[config.mk]
export PLATFORM = sky130hd
export DESIGN_NAME = pipe5_core
export DESIGN_NICKNAME = d
export VERILOG_FILES = /design/src/rtl/pipe5_core.sv
export SDC_FILE = /design/constraint.sdc
export NUM_CORES = 2
export LEC_CHECK = 0
export BUFFER_PORTS_ARGS = -buffer_cell sky130_fd_sc_hd__buf_2
export CORE_UTILIZATION = 44
export DETAILED_ROUTE_END_ITERATION = 6
export GPL_TIMING_DRIVEN = 1
export MAX_ROUTING_LAYER = met4
export PLACE_DENSITY_LB_ADDON = 0.15
export SKIP_LAST_GASP = 1
export SLEW_MARGIN = 20
export SYNTH_ARGS = -nofsm -noshare
export SYNTH_HDL_FRONTEND = slang
export SYNTH_SLANG_ARGS = --single-unit
[constraint.sdc]
create_clock -name clk -period 9.15 [get_ports clk]
set_input_delay 2.745 -clock clk [delete_from_list [all_inputs] [get_ports clk]]
set_output_delay 2.745 -clock clk [all_outputs]
set_load 0.05 [all_outputs]
[src/rtl/pipe5_core.sv]
module pipe5_core (
  input  logic        clk,
  input  logic        rst_n,
  output logic [29:0] imem_addr,
  input  logic [31:0] imem_data,
  output logic [31:0] dmem_addr,
  output logic [31:0] dmem_wdata,
  input  logic [31:0] dmem_rdata,
  output logic        dmem_we,
  output logic        rt_valid,
  output logic        rt_we,
  output logic [4:0]  rt_reg,
  output logic [31:0] rt_data
);
  localparam logic [31:0] BUBBLE = 32'h0;
  localparam logic [2:0] C_ALU = 3'b000, C_ALUI = 3'b001, C_LD = 3'b010,
                         C_ST = 3'b011, C_CTL = 3'b100;

  logic [31:0] pc, ir, ir1, ir2, ir3;
  logic [31:0] opa, opb, aluout, smdr, aluout1, lmdr;
  logic [31:0] rf [0:31];

  function automatic logic [4:0] dest(input logic [31:0] w);
    case (w[31:29])
      C_ALU:        dest = w[15:11];
      C_ALUI, C_LD: dest = w[20:16];
      default:      dest = 5'd0;
    endcase
  endfunction

  // write-back
  logic [4:0]  wb_dst;
  logic [31:0] wb_val;
  logic        wb_en;
  assign wb_dst = dest(ir3);
  assign wb_val = (ir3[31:29] == C_LD) ? lmdr : aluout1;
  assign wb_en  = wb_dst != 5'd0;

  always_ff @(posedge clk)
    if (wb_en) rf[wb_dst] <= wb_val;

  // decode: register read with write-first
  logic [4:0]  s_id, t_id;
  logic [31:0] s_val, t_val, target;
  logic        is_ctl, take;
  assign s_id  = ir[25:21];
  assign t_id  = ir[20:16];
  assign s_val = (s_id == 5'd0) ? 32'd0 : (wb_en && wb_dst == s_id) ? wb_val : rf[s_id];
  assign t_val = (t_id == 5'd0) ? 32'd0 : (wb_en && wb_dst == t_id) ? wb_val : rf[t_id];
  assign is_ctl = ir[31:29] == C_CTL;
  assign take = is_ctl && ((ir[28:26] == 3'd0) ||
                           (ir[28:26] == 3'd1 && s_val == t_val) ||
                           (ir[28:26] == 3'd2 && s_val != t_val));
  assign target = pc + {{14{ir[15]}}, ir[15:0], 2'b00};

  // execute with forwarding
  logic        mem_fw;
  logic [4:0]  mem_dst;
  logic [31:0] fa, fb, op2, res, imm;
  logic [2:0]  aop;
  assign mem_dst = dest(ir2);
  assign mem_fw  = (ir2[31:29] == C_ALU || ir2[31:29] == C_ALUI) && mem_dst != 5'd0;
  assign fa = (mem_fw && mem_dst == ir1[25:21]) ? aluout :
              (wb_en && wb_dst == ir1[25:21]) ? wb_val : opa;
  assign fb = (mem_fw && mem_dst == ir1[20:16]) ? aluout :
              (wb_en && wb_dst == ir1[20:16]) ? wb_val : opb;
  assign imm = {{16{ir1[15]}}, ir1[15:0]};
  assign op2 = (ir1[31:29] == C_ALU) ? fb : imm;
  assign aop = (ir1[31:30] == 2'b00) ? ir1[28:26] : 3'd0;

  always_comb begin
    case (aop)
      3'd0: res = fa + op2;
      3'd1: res = fa - op2;
      3'd2: res = fa & op2;
      3'd3: res = fa | op2;
      3'd4: res = fa ^ op2;
      3'd5: res = {31'd0, $signed(fa) < $signed(op2)};
      3'd6: res = fa << op2[4:0];
      default: res = fa >> op2[4:0];
    endcase
  end

  always_ff @(posedge clk or negedge rst_n) begin
    if (!rst_n) begin
      pc <= 32'd0;
      ir <= BUBBLE; ir1 <= BUBBLE; ir2 <= BUBBLE; ir3 <= BUBBLE;
      opa <= 32'd0; opb <= 32'd0; aluout <= 32'd0; smdr <= 32'd0;
      aluout1 <= 32'd0; lmdr <= 32'd0;
    end else begin
      pc      <= take ? target : pc + 32'd4;
      ir      <= imem_data;
      ir1     <= is_ctl ? BUBBLE : ir;
      opa     <= s_val;
      opb     <= t_val;
      ir2     <= ir1;
      aluout  <= res;
      smdr    <= fb;
      ir3     <= ir2;
      aluout1 <= aluout;
      lmdr    <= dmem_rdata;
    end
  end

  assign imem_addr  = pc[31:2];
  assign dmem_addr  = aluout;
  assign dmem_wdata = smdr;
  assign dmem_we    = ir2[31:29] == C_ST;
  assign rt_valid   = ir3 != BUBBLE;
  assign rt_we      = wb_en;
  assign rt_reg     = wb_dst;
  assign rt_data    = wb_val;


  ctl_dropped_chk: assert property (@(posedge clk) disable iff (!rst_n)
    $past(ir[31:29] == C_CTL) |-> ir1 == BUBBLE);

  pc_step_chk: assert property (@(posedge clk) disable iff (!rst_n)
    (ir[31:29] != C_CTL) |=> imem_addr == $past(imem_addr) + 30'd1);

  store_no_write_chk: assert property (@(posedge clk) disable iff (!rst_n)
    dmem_we |=> rt_valid && !rt_we);

  zero_reg_chk: assert property (@(posedge clk) disable iff (!rst_n)
    rt_we |-> rt_reg != 5'd0);

  reset_state_chk: assert property (@(posedge clk) disable iff (!rst_n)
    $past(!rst_n) |-> imem_addr == 30'd0 && !rt_valid && !dmem_we);
endmodule

==> flow_summary_export.csv <==
group,metric,value,unit
run_status,status,"completed",
timing,finalCritPeriodShare,0.938,
floorplanning,die-area,159000,um^2
global_route,grt_pass1_wl,357000,um
floorplanning,row_count,145,
synthesis,synth_cells,4767,
layout,fin_util,0.504,
synthesis,synth_fa_ha_area_frac,0.0236,
placed_design,port_buffers,199,
floorplanning,io-pin-count,200,
synthesis,synthSimpleGateAreaFrac,0.0579,
synthesis,synth_top_area_frac,0.443,
timing,slew_violations,0,
synthesis,synth_top_family_by_area,"multiplexers",
setup_path,critPathKind,"flop to flop",
synthesis,synth_cell_types,109,
global_route,track_usage,0.328,
global_route,grt_pass1_vias,47008,
synthesis,synthMuxAreaShare,0.204,
placed_design,gp_congestion,0.989,
floorplanning,core-area,156000,um^2
job,max_cap_viol_count,0,
timing,fin_crit,8580,ps
detailed_routing,ant_nets,0,
setup_path,cpMostUsedCell,"buf_4",
synthesis,async_flop_share,0.255,
synthesis,ys_ff_latch,1374,
setup_path,critPathRequiredTime,9820,ps
layout,n_antenna_cell,0,
placed_design,placedInstanceArea,73700,um^2
placed_design,dp_hpwl,169000,um
detailed_routing,avgRoutedWirePerCell,35.1,um
global_route,globalRouteOverflowTotal,0,
clocking,cts_buffers,154,
global_route,grt_max_degree,129,
setup_path,worst-path-buf-inv,3,
layout,final.fill_count,13289,
synthesis,synth_xor_area_frac,0.0102,
timing,tightest_slew,1240,ps
power_and_ir_drop,power,0.0196,W
setup_path,cp_slowest_cell,"or4_1",
detailed_routing,vias,47643,
layout,syn2layout_area_growth,13.6,%
placed_design,dp.cells,6927,
setup_path,critPathMaxStageDelay,720,ps
clocking,cts.htree.levels,4,
detailed_routing,avgViaCountPerCell,6.61,
setup_path,worstPathMaxFanout,33,
floorplanning,die_w,399,um
clocking,cts_tree,"yes",
synthesis,synth.yosys.warnings,0,
clocking,cts-hold-fix-buffers,0,
layout,design_area,78800,um^2
layout,drive_above_1_share,0.262,
timing,hold_viol,0,
setup_path,cp_top_family,"compound AO/OA/AOI/OAI gates",
floorplanning,fp.dieH,399,um
power_and_ir_drop,power_per_cell_area,249,nW/um^2
synthesis,synth_compound_gate_area_share,0.103,
detailed_routing,wl,253000,um
synthesis,yosys.area.top_type,"edfxtp_1",
clocking,numClockSinks,1374,
layout,layout.nets,5220,
timing,slew_headroom,0.176,
setup_path,endpoint_kind,"flop",
floorplanning,start_util,0.444,
clocking,cts-root-buf,"clkbuf_16",
detailed_routing,first_pass_iters,7,
setup_path,start_kind,"flop",
timing,fin_worst_skew,34.7,ps
timing,rsz0062_at_grt,"false",
synthesis,synthFlopType,"edfxtp_1",
power_and_ir_drop,power.leakage,28.3,nW
clocking,clock_latency,820,ps
detailed_routing,dr.first_iter.drc_count,6357,
detailed_routing,remaining_drc_errors,0,
timing,setup_viol,0,
clocking,clkTransAtPathRegs,60,ps
power_and_ir_drop,ir_drop,0.264,mV
global_route,antenna_found_initial,8,
setup_path,worst_ep_arrival_time,9250,ps
layout,stdcell_count,7207,
synthesis,synth_edf_count,1024,
synthesis,ys_seq_area_frac,0.569,
synthesis,avgSynthCellArea,14.6,um^2
clocking,cts_buffer_depth,3,
min_path,min_path_type,"flop to flop",
timing,tns,0,ps
synthesis,ys_top_cells_by_area,"edfxtp_1, mux4_2, dfrtp_1",
timing,fmax,0.117,GHz
synthesis,syn_area,69400,um^2
## synth_stat cells (all sizes together), types with 147 or more instances
| cell type | n |
|---|---|
| clkbuf | 182 |
| nand2 | 272 |
| buf | 152 |
| edfxtp | 1024 |
| a21oi | 206 |
| a22oi | 147 |
| o21ai | 186 |
| inv | 174 |
| mux2i | 170 |
| mux4 | 514 |
| o22ai | 150 |
| nor2 | 227 |
| dfrtp | 350 |
## cell families (layout without fill, tap and decap cells)
group | after synthesis | count (layout)
AO/OA/AOI/OAI | 1063 | 1063
XOR/XNOR | 79 | 79
adder cells (fa/ha/maj) | 129 | 129
buffers and inverters | 509 | 860
flip-flops | 1374 | 1374
multiplexers | 759 | 759
other | 1 | 32
AND/OR/NAND/NOR | 853 | 853
## report_power, final
| part | internal, W | total (W) | leakage, nW | switching [W] |
|---|---|---|---|---|
| Sequential | 0.00776 | 0.00816 | 13.4 | 0.000409 |
| Clock | 0.00360 | 0.00620 | 2.46 | 0.00260 |
| Combinational | 0.00144 | 0.00529 | 12.4 | 0.00385 |
| Total | 0.0128 | 0.0196 | 28.3 | 0.00685 |
## worst register-to-register path, cell delays in order (launching register included)
cell	delay [ps]
dfrtp_1	520
xor2_4	280
a22oi_2	590
o31ai_1	150
a2111o_1	380
buf_4	260
or2_1	490
buf_4	320
o211ai_1	270
xnor2_1	210
nand4_1	180
or4_1	720
o311a_1	530
buf_4	210
and2_1	150
ha_1	300
o21a_1	140
a2111oi_1	580
o31ai_1	210
a31oi_1	370
a31o_2	290
o311ai_0	150
o211ai_1	190
o21ai_0	190
a31o_2	310
nand2_1	70
nor3_1	40
nor4_1	350
## metal layers
| metal | share of wire | vias up | wire, um | global-route usage |
|---|---|---|---|---|
| met5 | 0 | - | 0 | - |
| li1 | - | 19556 | - | - |
| met2 | 0.45 | 2592 | 115000 | 0.482 |
| met4 | 0.045 | 0 | 11300 | 0.130 |
| met1 | 0.41 | 24978 | 105000 | 0.452 |
| met3 | 0.088 | 517 | 22300 | 0.0610 |
## cells in the final DEF (no fill, tap or decap), drive strengths merged, types with 147 or more instances in the layout
master / n
o21ai: 186
a21oi: 206
edfxtp: 1024
buf: 405
inv: 178
nand2: 272
nor2: 227
o22ai: 150
mux4: 514
clkbuf: 207
a22oi: 147
mux2i: 170
dfrtp: 350
## path summary, 6_finish.rpt
check / startpoint / end / slack (ps) / cells past startpoint
worst min register to register: ir2[2] / ir3[2] / 350 / 0
worst max register to register: ir3[30] / pc[31] / 570 / 27
worst max-delay path: ir3[30] / pc[31] / 570 / 27
min in group asynchronous: rst_n / pc[21] / 1920 / 1
worst min-delay path: ir2[2] / ir3[2] / 350 / 0
max in group asynchronous: rst_n / ir3[29] / 5450 / 3
## layout make-up
class | instances | area (um^2) | share of cell area
Timing Repair Buffer | 405 | 2800 | 0.0356
Tap cell | 2058 | 2570 | 0.0327
Clock inverter | 73 | 733 | 0.00930
Inverter | 175 | 659 | 0.00837
Sequential cell | 1374 | 39500 | 0.502
Clock buffer | 207 | 4340 | 0.0551
Multi-Input combinational cell | 2915 | 28200 | 0.357
## through the flow
step,worst slack (ps),hold WS [ps]
after detailed placement,536,336
after floorplan,2430,331
after global routing,43.9,354
after CTS,397,347
final,567,348
after global placement,594,333
## registers in the layout, summed over array words and instances, names as in the netlist
register    count
opa            32
aluout1        32
ir2            32
ir3            32
dmem_addr      32
lmdr           32
pc             30
ir1            32
ir             32
dmem_wdata     32
rf           1024
opb            32
## what timing repair did
item                                    CTS  global route
gates resized for setup                   0             2
setup buffers                             0             0
endpoints found under the setup margin    0             1
No activity file was read; power rests on OpenSTA's default activity.
